<file path="src/rtl/ss_pkg.sv">
// Shared encodings for the soft-start sequencer.
package ss_pkg;
    // Requested drive style of all phase outputs.
    typedef enum logic [1:0] {
        PWM_TRI = 2'b00,
        PWM_LOW = 2'b01,
        PWM_SW  = 2'b10
    } pwm_mode_e;

    // Sequencer phases.
    typedef enum logic [1:0] {
        ST_WAIT  = 2'b00,
        ST_CLAMP = 2'b01,
        ST_RAMP  = 2'b10,
        ST_DONE  = 2'b11
    } seq_state_e;
endpackage

</file>
<file path="src/rtl/ss_tick_counter.sv">
// Counts switching-cycle ticks since the start of the current sequence.
// Assumes: clr has priority over tick; the count saturates at MAX_CNT.
module ss_tick_counter #(
    parameter int CNT_W   = 12,
    parameter int MAX_CNT = 4064
) (
    input  logic             clk,
    input  logic             rst_n,
    input  logic             clr,
    input  logic             tick,
    output logic [CNT_W-1:0] count
);
    localparam logic [CNT_W-1:0] LIMIT = CNT_W'(MAX_CNT);

    // Tick accumulation with synchronous clear and saturation.
    always_ff @(posedge clk) begin
        if (!rst_n || clr) begin
            count <= '0;
        end else if (tick && count != LIMIT) begin
            count <= count + CNT_W'(1);
        end
    end

    // without a tick or clear the count must not move.
    p_hold_without_tick_r11: assert property (@(posedge clk) disable iff (!rst_n)
        (!tick && !clr) |=> $stable(count));
endmodule

</file>
<file path="src/rtl/ss_phase_ctrl.sv">
// Phase state machine: wait, clamp, ramp, done, plus the overcurrent trip.
// Assumes: count comes from ss_tick_counter cleared through cnt_clr;
// LOW_CYC > 0 and DONE_CYC > WAIT_SHORT + LOW_CYC.
module ss_phase_ctrl
    import ss_pkg::*;
#(
    parameter int CNT_W      = 12,
    parameter int WAIT_SHORT = 32,
    parameter int WAIT_LONG  = 2048,
    parameter int LOW_CYC    = 150,
    parameter int DONE_CYC   = 2048
) (
    input  logic             clk,
    input  logic             rst_n,
    input  logic             run_en,
    input  logic             tick,
    input  logic             oc_flag,
    input  logic [CNT_W-1:0] count,
    output seq_state_e       state,
    output logic             cnt_clr,
    output logic             zero_ref,
    output logic             follow_ref,
    output logic             ramp_act
);
    localparam int RUN_SPAN = DONE_CYC - WAIT_SHORT;

    seq_state_e       nxt;
    logic             long_q;
    logic             trip;
    logic [CNT_W-1:0] cnt_nxt;
    logic [CNT_W-1:0] wait_end;
    logic [CNT_W-1:0] clamp_end;
    logic [CNT_W-1:0] done_end;

    // Phase boundaries for the current wait length.
    always_comb begin
        cnt_nxt   = count + CNT_W'(1);
        wait_end  = long_q ? CNT_W'(WAIT_LONG) : CNT_W'(WAIT_SHORT);
        clamp_end = wait_end + CNT_W'(LOW_CYC);
        done_end  = wait_end + CNT_W'(RUN_SPAN);
    end

    // Next-phase decision, overcurrent ignored while waiting.
    always_comb begin
        trip = run_en && oc_flag && (state != ST_WAIT);
        nxt  = state;
        if (!run_en || trip) begin
            nxt = ST_WAIT;
        end else begin
            case (state)
                ST_WAIT:  if (tick && cnt_nxt == wait_end)  nxt = ST_CLAMP;
                ST_CLAMP: if (tick && cnt_nxt == clamp_end) nxt = ST_RAMP;
                ST_RAMP:  if (tick && cnt_nxt == done_end)  nxt = ST_DONE;
                default:  nxt = ST_DONE;
            endcase
        end
    end

    // Controls for counter and reference generator.
    always_comb begin
        cnt_clr    = !run_en || trip;
        zero_ref   = (nxt == ST_WAIT) || (nxt == ST_CLAMP);
        follow_ref = (nxt == ST_DONE);
        ramp_act   = (state == ST_RAMP);
    end

    // Phase register and stretched-wait flag.
    always_ff @(posedge clk) begin
        if (!rst_n || !run_en) begin
            state  <= ST_WAIT;
            long_q <= 1'b0;
        end else begin
            state <= nxt;
            if (trip) long_q <= 1'b1;
        end
    end

    // a trip always leaves the stretched wait armed.
    p_trip_arms_long_r8: assert property (@(posedge clk) disable iff (!rst_n)
        trip |=> (long_q && state == ST_WAIT));
    // the wait never skips straight to ramp or done.
    p_wait_goes_clamp_r2: assert property (@(posedge clk) disable iff (!rst_n)
        (state == ST_WAIT) |=> (state == ST_WAIT || state == ST_CLAMP));
endmodule

</file>
<file path="src/rtl/ss_ref_ramp.sv">
// Reference generator: zero, stepped ramp toward target, or direct follow.
// Assumes: zero_ref and follow_ref are never high together.
module ss_ref_ramp #(
    parameter int REF_W    = 8,
    parameter int STEP_CYC = 7
) (
    input  logic             clk,
    input  logic             rst_n,
    input  logic             tick,
    input  logic             zero_ref,
    input  logic             follow_ref,
    input  logic             ramp_act,
    input  logic [REF_W-1:0] target,
    output logic [REF_W-1:0] ref_q
);
    logic step_due;

    generate
        if (STEP_CYC > 1) begin : g_divider
            localparam int SW = $clog2(STEP_CYC);
            localparam logic [SW-1:0] LAST = SW'(STEP_CYC - 1);
            logic [SW-1:0] step_cnt;

            // Tick divider that paces the ramp.
            always_ff @(posedge clk) begin
                if (!rst_n || zero_ref || follow_ref) begin
                    step_cnt <= '0;
                end else if (ramp_act && tick) begin
                    step_cnt <= (step_cnt == LAST) ? '0 : step_cnt + SW'(1);
                end
            end
            assign step_due = ramp_act && tick && (step_cnt == LAST);
        end else begin : g_every_tick
            assign step_due = ramp_act && tick;
        end
    endgenerate

    // Reference register.
    always_ff @(posedge clk) begin
        if (!rst_n || zero_ref) begin
            ref_q <= '0;
        end else if (follow_ref) begin
            ref_q <= target;
        end else if (step_due) begin
            if (ref_q < target)      ref_q <= ref_q + REF_W'(1);
            else if (ref_q > target) ref_q <= target;
        end
    end

    // while ramping below target the reference moves up by at most one code.
    p_unit_step_r4: assert property (@(posedge clk) disable iff (!rst_n)
        (ramp_act && !zero_ref && !follow_ref && ref_q < target)
        |=> (ref_q == $past(ref_q) || ref_q == $past(ref_q) + REF_W'(1)));
endmodule

</file>
<file path="src/rtl/softstart_seq.sv">
// Soft-start and hiccup sequencer top.
// Assumes: tick is a one-clock pulse per switching cycle; oc_flag is already
// qualified against the averaged-current trip level; run_en low disables.
module softstart_seq
    import ss_pkg::*;
#(
    parameter int REF_W      = 8,
    parameter int WAIT_SHORT = 32,
    parameter int WAIT_LONG  = 2048,
    parameter int LOW_CYC    = 150,
    parameter int DONE_CYC   = 2048,
    parameter int STEP_CYC   = 7
) (
    input  logic             clk,
    input  logic             rst_n,
    input  logic             run_en,
    input  logic             tick,
    input  logic [REF_W-1:0] target_code,
    input  logic             oc_flag,
    output logic [REF_W-1:0] ref_code,
    output logic [1:0]       pwm_mode,
    output logic             ss_done
);
    localparam int MAX_CNT = WAIT_LONG + DONE_CYC - WAIT_SHORT;
    localparam int CNT_W   = $clog2(MAX_CNT + 1);

    logic [CNT_W-1:0] count;
    logic             cnt_clr;
    logic             zero_ref;
    logic             follow_ref;
    logic             ramp_act;
    seq_state_e       state;

    ss_tick_counter #(.CNT_W(CNT_W), .MAX_CNT(MAX_CNT)) u_cnt (
        .clk   (clk),
        .rst_n (rst_n),
        .clr   (cnt_clr),
        .tick  (tick),
        .count (count)
    );

    ss_phase_ctrl #(
        .CNT_W      (CNT_W),
        .WAIT_SHORT (WAIT_SHORT),
        .WAIT_LONG  (WAIT_LONG),
        .LOW_CYC    (LOW_CYC),
        .DONE_CYC   (DONE_CYC)
    ) u_ctrl (
        .clk        (clk),
        .rst_n      (rst_n),
        .run_en     (run_en),
        .tick       (tick),
        .oc_flag    (oc_flag),
        .count      (count),
        .state      (state),
        .cnt_clr    (cnt_clr),
        .zero_ref   (zero_ref),
        .follow_ref (follow_ref),
        .ramp_act   (ramp_act)
    );

    ss_ref_ramp #(.REF_W(REF_W), .STEP_CYC(STEP_CYC)) u_ramp (
        .clk        (clk),
        .rst_n      (rst_n),
        .tick       (tick),
        .zero_ref   (zero_ref),
        .follow_ref (follow_ref),
        .ramp_act   (ramp_act),
        .target     (target_code),
        .ref_q      (ref_code)
    );

    // Output decode from the registered phase.
    always_comb begin
        ss_done = (state == ST_DONE);
        case (state)
            ST_WAIT:  pwm_mode = PWM_TRI;
            ST_CLAMP: pwm_mode = PWM_LOW;
            default:  pwm_mode = PWM_SW;
        endcase
    end

    // high impedance always comes with a zero reference.
    p_tri_ref_zero_r2: assert property (@(posedge clk) disable iff (!rst_n)
        (pwm_mode == PWM_TRI) |-> (ref_code == '0));
    // done only while switching.
    p_done_switching_r5: assert property (@(posedge clk) disable iff (!rst_n)
        ss_done |-> (pwm_mode == PWM_SW));
    // after done the reference tracks the previous target.
    p_follow_target_r6: assert property (@(posedge clk) disable iff (!rst_n)
        (ss_done && run_en && !oc_flag) |=> (ref_code == $past(target_code)));
    // overcurrent outside the wait forces high impedance.
    p_oc_tristate_r7: assert property (@(posedge clk) disable iff (!rst_n)
        (run_en && oc_flag && pwm_mode != PWM_TRI)
        |=> (pwm_mode == PWM_TRI && ref_code == '0 && !ss_done));
    // disable returns to the idle outputs.
    p_disable_idle_r10: assert property (@(posedge clk) disable iff (!rst_n)
        !run_en |=> (pwm_mode == PWM_TRI && ref_code == '0 && !ss_done));
endmodule

</file>
<file path="config.mk">
export PLATFORM = sky130hd
export DESIGN_NAME = softstart_seq
export DESIGN_NICKNAME = d
export VERILOG_FILES = /design/src/rtl/ss_pkg.sv /design/src/rtl/ss_tick_counter.sv /design/src/rtl/ss_phase_ctrl.sv /design/src/rtl/ss_ref_ramp.sv /design/src/rtl/softstart_seq.sv
export SDC_FILE = /design/constraint.sdc
export NUM_CORES = 1
export LEC_CHECK = 0
export BUFFER_PORTS_ARGS = -buffer_cell sky130_fd_sc_hd__buf_2
export CORE_MARGIN = 5
export CORE_UTILIZATION = 45
export CTS_CLUSTER_DIAMETER = 200
export DETAILED_ROUTE_END_ITERATION = 8
export SETUP_SLACK_MARGIN = 0.4
export SLEW_MARGIN = 25
export SYNTH_ARGS = -nofsm -noshare
export SYNTH_HDL_FRONTEND = slang
export SYNTH_HIERARCHICAL = 1
export SYNTH_SLANG_ARGS = --single-unit
</file>
<file path="constraint.sdc">
create_clock -name clk -period 6.7 [get_ports clk]
set_clock_uncertainty 0.1 [all_clocks]
set_input_delay 1.005 -clock clk [delete_from_list [all_inputs] [get_ports clk]]
set_output_delay 1.005 -clock clk [all_outputs]
set_load 0.02 [all_outputs]
</file>
==> impl_results.md, run 1 <==
- Startpoint of the lowest-slack hold path: u_ramp/g_divider.step_cnt[1]$_SDFFE_PP0P_
- Total negative slack for setup checks: 0 ps
- Clock tree from TritonCTS: built
- Area used by sequential logic in the layout: 520.5 um^2
- Areal power density over the cells: 128.3 nW/um^2
- Final worst path period need: between 3000 and 4000 ps
- Mux cell area share after synthesis: 4.132%
- Post-synthesis area per instance: 8.033 um^2
- Number of nets at the end of the flow: 288
- Starting utilization of the core area: between 40 and 50%
- Post-synth EDFFs: 0
- Worst Path Required: approximately 6800 ps
- Bufs and invs on worst path: 0
- Initial antenna violation count: 0
- Syn-to-layout area delta: 8.900%
- Unrepaired setup endpoints after global routing: false
- FILL cells: 435
- Overall overflow remaining after global route: 0
- Sw Ratio: approximately 22%
- Clock buffer count from CTS: 3
- Count of routing violations after the opening detailed-route iteration: 74
- Met1 capacity usage during global routing: 20.22%
- Launching element type of the critical path: register
- Sequential-to-total area share from yosys stat: 26.45%
- Simple-Gate Fraction of Synth Area: 34.01%
- Clock tree root driver cell: clkbuf_8
- Kind of critical path: reg2reg
- Family with the most delay on the worst path: simple AND/OR/NAND/NOR gates
- Clock Tree Buf Depth: 2
- Leak pwr: roughly 0.00087 uW
- Place WS: around 2800 ps
- CP max FO: 15
- Maximum number of pins on one net before global-route repair: 18
- Leading post-synthesis cells by cell area: dfxtp_1 26%, ha_1 7.0%, nand2_1 4.6%
- Max Clock Freq: ~0.26 GHz
- Hold path endpoint: u_ramp/g_divider.step_cnt[1]$_SDFFE_PP0P_
- Dominant register cell in the synthesized netlist: dfxtp_1
- Fraction of the mapped netlist area in adder cells: between 6 and 7%
- Total area of multi-input combinational cells: 1324 um^2
- Total routed wirelength: approximately 4300 um
- Via total after detailed routing: 1781
- Arrival time reported for the critical path endpoint: 3930 ps
- Count of instances resized after the clock tree is built: 0
- Largest family of logic cells by synthesized area: simple AND/OR/NAND/NOR gates
- All-Layer GR Usage: 14.35%
- Warning count from the yosys run: 6
- Most used standard cells in the synthesized netlist: 26 x dfxtp_1, 24 x nand2_1, 20 x nor2_1, 17 x a21oi_1, 17 x inv_1
- Final Hold Vio Count: 0
- Slowest library cell on the worst path: nor2_1
- Post-CTS setup buffer count: 0
- Dpl hpwl: 3317 um
- Share of the synthesized area in compound gates (AO/OA/AOI/OAI): 17.23%
- Row cnt: 24
- Area of the die: 5797 um^2
- Vertical die dimension: 76.14 um
- Synthesized-area fraction occupied by xor and xnor cells: 4.895%
- Final setup fails: 0
- Antenna diodes: 0
- Portion of synthesized cell area occupied by the leading cell type: between 20% and 30%
- Met2 track demand over resource in global routing: between 20% and 30%
- P_sw: 60.91 uW
- Busiest metal layer after global routing: met2
- End of the worst register-to-register path: u_ramp/ref_q[1]$_SDFFE_PP0P_
- Yosys cell types: 61
- H-tree levels: 1
- Endpoint type of the worst setup path: register
- Met3 track demand over resource in global routing: 2.482%
- Proportion of layout cells with a drive suffix above 1: between 10% and 20%
- Final worst setup slack: between 2000 and 3000 ps
- Max-slew violation count: 0
- Maximum single-stage delay on the critical path: about 760 ps
- Clock Pin Slew Worst Setup and Hold Paths: ~100 ps
- Clock insertion delay at the later pin of the skew report: about 270 ps
- Net count after synthesis: 269
- Maximum VDD drop: 0.07880 mV
- Clock power frac: 37.7%
- Remaining design rule violation count: 0
- Synthesized instance count: 245
- Total of hold buffers inserted after clock tree synthesis: 0
- Share of flip-flops with an asynchronous set or reset after synthesis: 0%
- Post-synthesis register bit count: 26
- Worst R2R Path Depth: 9
- Number of cells traversed by the worst hold path: 2
- Int Pwr: 214.0 uW
- Buffers on Ports: 23
- Chain of cells forming the critical path: and4_4 -> a31oi_1 -> or4_1 -> a32oi_1 -> a211oi_1 -> or2_2 -> nor2_1 -> mux2_2 -> o21a_1
- Most frequent cell after synthesis: dfxtp_1
- Kind of path behind the tightest hold check: reg2reg
- Core Region: 4294 um^2
- Post-route ant nets: 0
- Global-route wire length before repair: roughly 7300 um
- Number of maximum-capacitance constraint violations: 0
- Count of clock tree sinks: 26
- Cell area after synthesis: 1968 um^2
- Number of global-route vias before repair: 1595
- Result of the run: complete, no violations
- Final period utilization: 57.69%
- FF-to-FF Start: u_cnt/count[5]$_SDFFE_PP0P_
- Gp weighted congestion: 0.7978
- Detail-routed net length per standard cell: 13.77 um
- Worst slew margin relative to its limit: between 30 and 40%
- Top-level port count: 24
- Comb power frac: 5.7%
- Sequential power share: 56.6%
- Avg Vias per Cell: 5.654
- Reg-to-reg slack, setup: roughly 2800 ps
- DIE WIDTH: 76.14 um
- Transition at the pin with the smallest max-transition slack: 985.0 ps
- Post-synthesis cell type with the largest combined area: dfxtp_1
- Number of search-and-repair iterations in the first detailed-routing pass: 4
logic make-up after synthesis:
kind of cell | after synthesis
compound gates | 50
xor+xnor | 11
mux | 8
simple gates | 113
flops | 26
buf+inv | 26
fa+ha+maj | 11
stage by stage:
stage	total power [uW]	utilization, %	instance area [um^2]	std cells	hold slack, ps
after floorplan	167.4	-	1968	245	380.2
after global placement	174.9	48.63	2088	311	419.6
after CTS	278.4	49.91	2143	315	429.6
after detailed placement	175.0	48.63	2088	311	413.9
final	274.9	49.91	2143	315	426.2
after global routing	287.0	49.91	2143	315	446.5
cell type report:
class | instances | share of cell area (%)
tap | 52 | 3.036
clock buffer | 4 | 2.569
timing repair buffer | 23 | 5.371
inverter | 17 | 2.977
sequential | 26 | 24.28
multi-input combinational | 193 | 61.76
worst max-delay path by stage:
stage | end | from | cells after the start | slack [ps]
after CTS | u_ramp/ref_q[1]$_SDFFE_PP0P_ | u_cnt/count[5]$_SDFFE_PP0P_ | 9 | 2880
after floorplan | u_ramp/ref_q[3]$_SDFFE_PP0P_ | tick | 10 | 3710
after detailed placement | u_ramp/ref_q[1]$_SDFFE_PP0P_ | tick | 10 | 2830
final | u_ramp/ref_q[1]$_SDFFE_PP0P_ | u_cnt/count[5]$_SDFFE_PP0P_ | 9 | 2830
after global routing | u_ramp/ref_q[1]$_SDFFE_PP0P_ | u_cnt/count[5]$_SDFFE_PP0P_ | 9 | 2630
after global placement | u_ramp/ref_q[1]$_SDFFE_PP0P_ | tick | 10 | 2880
state kept, by name, summed over array words and instances (netlist names):
name	count
u_ramp/ref_q	8
u_ctrl/long_q	1
u_ramp/g_divider.step_cnt	3
u_cnt/count	12
u_ctrl/state	2
tightest hold or removal path: stages (launching register included):
cell	delay [ps]
dfxtp_1	340
o21ai_0	70
a211oi_1	70
placed cells by master (no fill, tap or decap), types with 4 or more instances in the layout:
cell type,n
nand3_1,7
nor2_1,20
xor2_1,8
inv_1,17
a211oi_1,4
o22ai_1,6
mux2i_1,7
clkbuf_8,4
o21ai_0,4
ha_1,11
nor3_1,8
buf_2,23
or2_2,4
dfxtp_1,26
nand2_1,24
a21oi_1,17
nand4_1,10
power by group through the flow:
stage / sequential, uW / combinational (uW) / clock (uW)
6_report: 156 / 15.7 / 104
5_1_grt: 156 / 17.5 / 114
4_1_cts: 156 / 15.8 / 107
3_5_place_dp: 159 / 15.7 / 0
3_3_place_gp: 159 / 15.6 / 0
2_1_floorplan: 159 / 8.37 / 0
layer usage:
metal	up-vias	wire length [um]
li1	937	-
met1	813	2222
met2	27	1916
met3	4	164
met4	0	33
met5	-	0
Note: power is estimated with default switching activity, not from simulation.
==> run 2: changes to the inputs <==
ABC_AREA = 1   (was default)
PLACE_DENSITY = 0.66   (was default)
clock period = 3.1 ns   (was 6.7 ns; I/O delays follow)
==> impl_results.md, run 2 <==
- Result of the run: complete, no violations
- Final setup fails: 0
- Bufs and invs on worst path: 1
- Maximum number of pins on one net before global-route repair: 16
- Syn-to-layout area delta: 11.52%
- Yosys cell types: 31
- Arrival time reported for the critical path endpoint: 2480 ps
- Launching element type of the critical path: register
- Final Hold Vio Count: 0
- Clock buffer count from CTS: 3
- FILL cells: 535
- Post-CTS setup buffer count: 0
- Proportion of layout cells with a drive suffix above 1: 22.64%
- All-Layer GR Usage: between 15 and 20%
- Number of standard cells in the final layout excluding fillers: between 400 and 500
- Global-route wire length before repair: 8687 um
- Most frequent cell after synthesis: nand2_1
- Worst slew margin relative to its limit: 71.59%
- Count of routing violations after the opening detailed-route iteration: about 130
- Dominant register cell in the synthesized netlist: dfxtp_1
- Overall overflow remaining after global route: 0
- Post-route ant nets: 0
- Final non-filler cell area: 2653 um^2
- Buffers on Ports: 23
- Portion of synthesized cell area occupied by the leading cell type: 21.88%
- Regs by FF count: u_cnt/count: 12 flops, u_ramp/ref_q: 8 flops, u_ramp/g_divider.step_cnt: 3 flops
- Starting utilization of the core area: 46.57%
- Placed cell areas: 2565 um^2
- H-tree levels: 1
- Maximum VDD drop: 0.1598 mV
- Most Frequent Cell on Critical Path: nand2_1
- Antenna diodes: 0
- Maximum single-stage delay on the critical path: 420 ps
- Clock insertion delay at the later pin of the skew report: roughly 270 ps
- Vertical die dimension: 82.70 um
- Most used standard cells in the synthesized netlist: 122 x nand2_1, 60 x inv_1, 51 x nor2_1, 27 x nand3_1, 26 x dfxtp_1
- Max Clock Freq: 0.4159 GHz
- Most used cells in the layout excluding fill and tap cells: 121 x nand2_1, 60 x inv_1, 51 x nor2_1
- Number of search-and-repair iterations in the first detailed-routing pass: 4
- Post-synthesis register bit count: 26
- Leak pwr: approximately 0.0013 uW
- Post-synth EDFFs: 0
- DIE WIDTH: about 83 um
- Final period utilization: 77.56%
- Family with the most delay on the worst path: simple AND/OR/NAND/NOR gates
- Kind of critical path: reg2reg
- Number of global-route vias before repair: 1947
- Row cnt: 26
- Total area of multi-input combinational cells: between 1500 and 2000 um^2
- Total negative slack for setup checks: 0 ps
- Gp weighted congestion: between 0.8 and 0.9
- Core Region: between 5000 and 6000 um^2
- Register ranked first by flip-flop count: u_cnt/count
- Clock tree root driver cell: clkbuf_8
- Avg Vias per Cell: between 4 and 5
- Initial antenna violation count: 0
- Transition at the pin with the smallest max-transition slack: roughly 420 ps
- Sequential-to-total area share from yosys stat: 21.88%
- Chain of cells forming the critical path: nand2_1 -> nor2_4 -> nand2_1 -> nand2_2 -> nand2_2 -> nand2_1 -> nand2_1 -> nor2_2 -> nand3_2 -> o21ai_2 -> nand2_2 -> nor2_1 -> inv_2 -> o21ai_1 -> nand2_4 -> nor2_1 -> nor2_1
- Cell area after synthesis: ~2400 um^2
- Clock tree from TritonCTS: built
- Synthesized instance count: 399
- Clock Tree Buf Depth: 2
- Via total after detailed routing: 2310
- Final worst path period need: 2404 ps
- Clock Pin Slew Worst Setup and Hold Paths: 100 ps
- Area used by sequential logic in the layout: 543.0 um^2
- Slowest library cell on the worst path: dfxtp_2
- Final core utilization: 51.94%
- Max-slew violation count: 0
- Flip-flop count of the largest register, all copies and words added: 12
- Count of clock tree sinks: 26
- Net count after synthesis: 423
- Worst Path Required: about 3200 ps
- CP max FO: 15
- Areal power density over the cells: between 200 and 250 nW/um^2
- Share of flip-flops with an asynchronous set or reset after synthesis: 0%
- Number of maximum-capacitance constraint violations: 0
- Kind of path behind the tightest hold check: in2reg
- Leading post-synthesis cells by cell area: dfxtp_1 22%, nand2_1 19%, inv_1 9.5%
- Post-synthesis cell type with the largest combined area: dfxtp_1
- Number of nets at the end of the flow: 449
- Placed instance count: 490
- Post-synthesis area per instance: 5.961 um^2
- Warning count from the yosys run: 6
- Detail-routed net length per standard cell: 10.65 um
- Most common cell after layout, fill and taps aside: nand2_1
- Top-level port count: 24
- Unrepaired setup endpoints after global routing: false
- Total routed wirelength: 5260 um
- Area of the die: 6839 um^2
- Dpl hpwl: 4096 um
- Remaining design rule violation count: 0
- Endpoint type of the worst setup path: register
==> run 2: cell count changes after synthesis, sizes merged, moves of 5 or more <==
cell and change:
or2 -5, a21oi -7, nor2 +48, o22ai -6, nand3 +27, nor3 -7
and4 -5, nand2 +117, inv +52, mux2i -7
==> run 2: worst min-delay path, delay by kind of cell <==
kind,cells,cell delay [ps]
buffers and inverters,1,110
and+or+nand+nor,2,150
==> run 2: cells by family after synthesis <==
family | after synthesis | synth area share, %
xor+xnor | 9 | 3.314
flops | 26 | 21.88
buf+inv | 76 | 12.84
fa+ha+maj | 11 | 5.786
simple gates | 258 | 51.87
compound gates | 19 | 4.313
==> run 2: final timing paths <==
path	startpoint	endpoint	slack, ps	cells after the start
setup / recovery	u_cnt/count[2]$_SDFFE_PP0P_	u_ramp/ref_q[0]$_SDFFE_PP0P_	700	17
hold / removal	run_en	u_ctrl/long_q$_SDFFE_PP0P_	400	3
setup reg to reg	u_cnt/count[2]$_SDFFE_PP0P_	u_ramp/ref_q[0]$_SDFFE_PP0P_	700	17
hold reg to reg	u_ramp/g_divider.step_cnt[2]$_SDFFE_PP0P_	u_ramp/g_divider.step_cnt[2]$_SDFFE_PP0P_	400	2
==> run 2: where the power goes <==
part           switching [uW]  internal, uW
Clock                     115           114
Combinational            26.3          14.8
Sequential               2.08           332
Total                     144           461
==> run 2: metrics by stage <==
| step | total power [uW] | hold WS, ps | worst slack (ps) |
|---|---|---|---|
| global route | 632.4 | 426.3 | 400.2 |
| detailed placement | 385.7 | 377.8 | 527.3 |
| finish | 604.1 | 396.3 | 695.7 |
| global placement | 385.6 | 370.6 | 550.5 |
| CTS | 618.0 | 393.8 | 501.7 |
| floorplan | 368.5 | 341.2 | 822.6 |
==> run 2: area by class of cell <==
class,instances,area share (%)
flip-flops and latches,26,20.47
inverters,71,10.05
well taps,70,3.302
clock buffers,4,2.075
repair buffers,26,5.189
multi-input cells,297,58.92
==> run 2: per-layer routing <==
layer | part of all wire, % | vias up | GRT usage [%]
met5 | 0 | - | 0
met4 | 0.95 | 0 | 2.941
met3 | 3.8 | 4 | 2.278
met2 | 43 | 32 | 24.68
met1 | 52 | 1004 | 23.55
li1 | - | 1270 | -
==> run 2: what timing repair did <==
item                                   CTS  global route
resized for setup                        0            16
setup endpoints to repair                0             8
endpoints found under the hold margin    0             0
hold buffers                             0             0
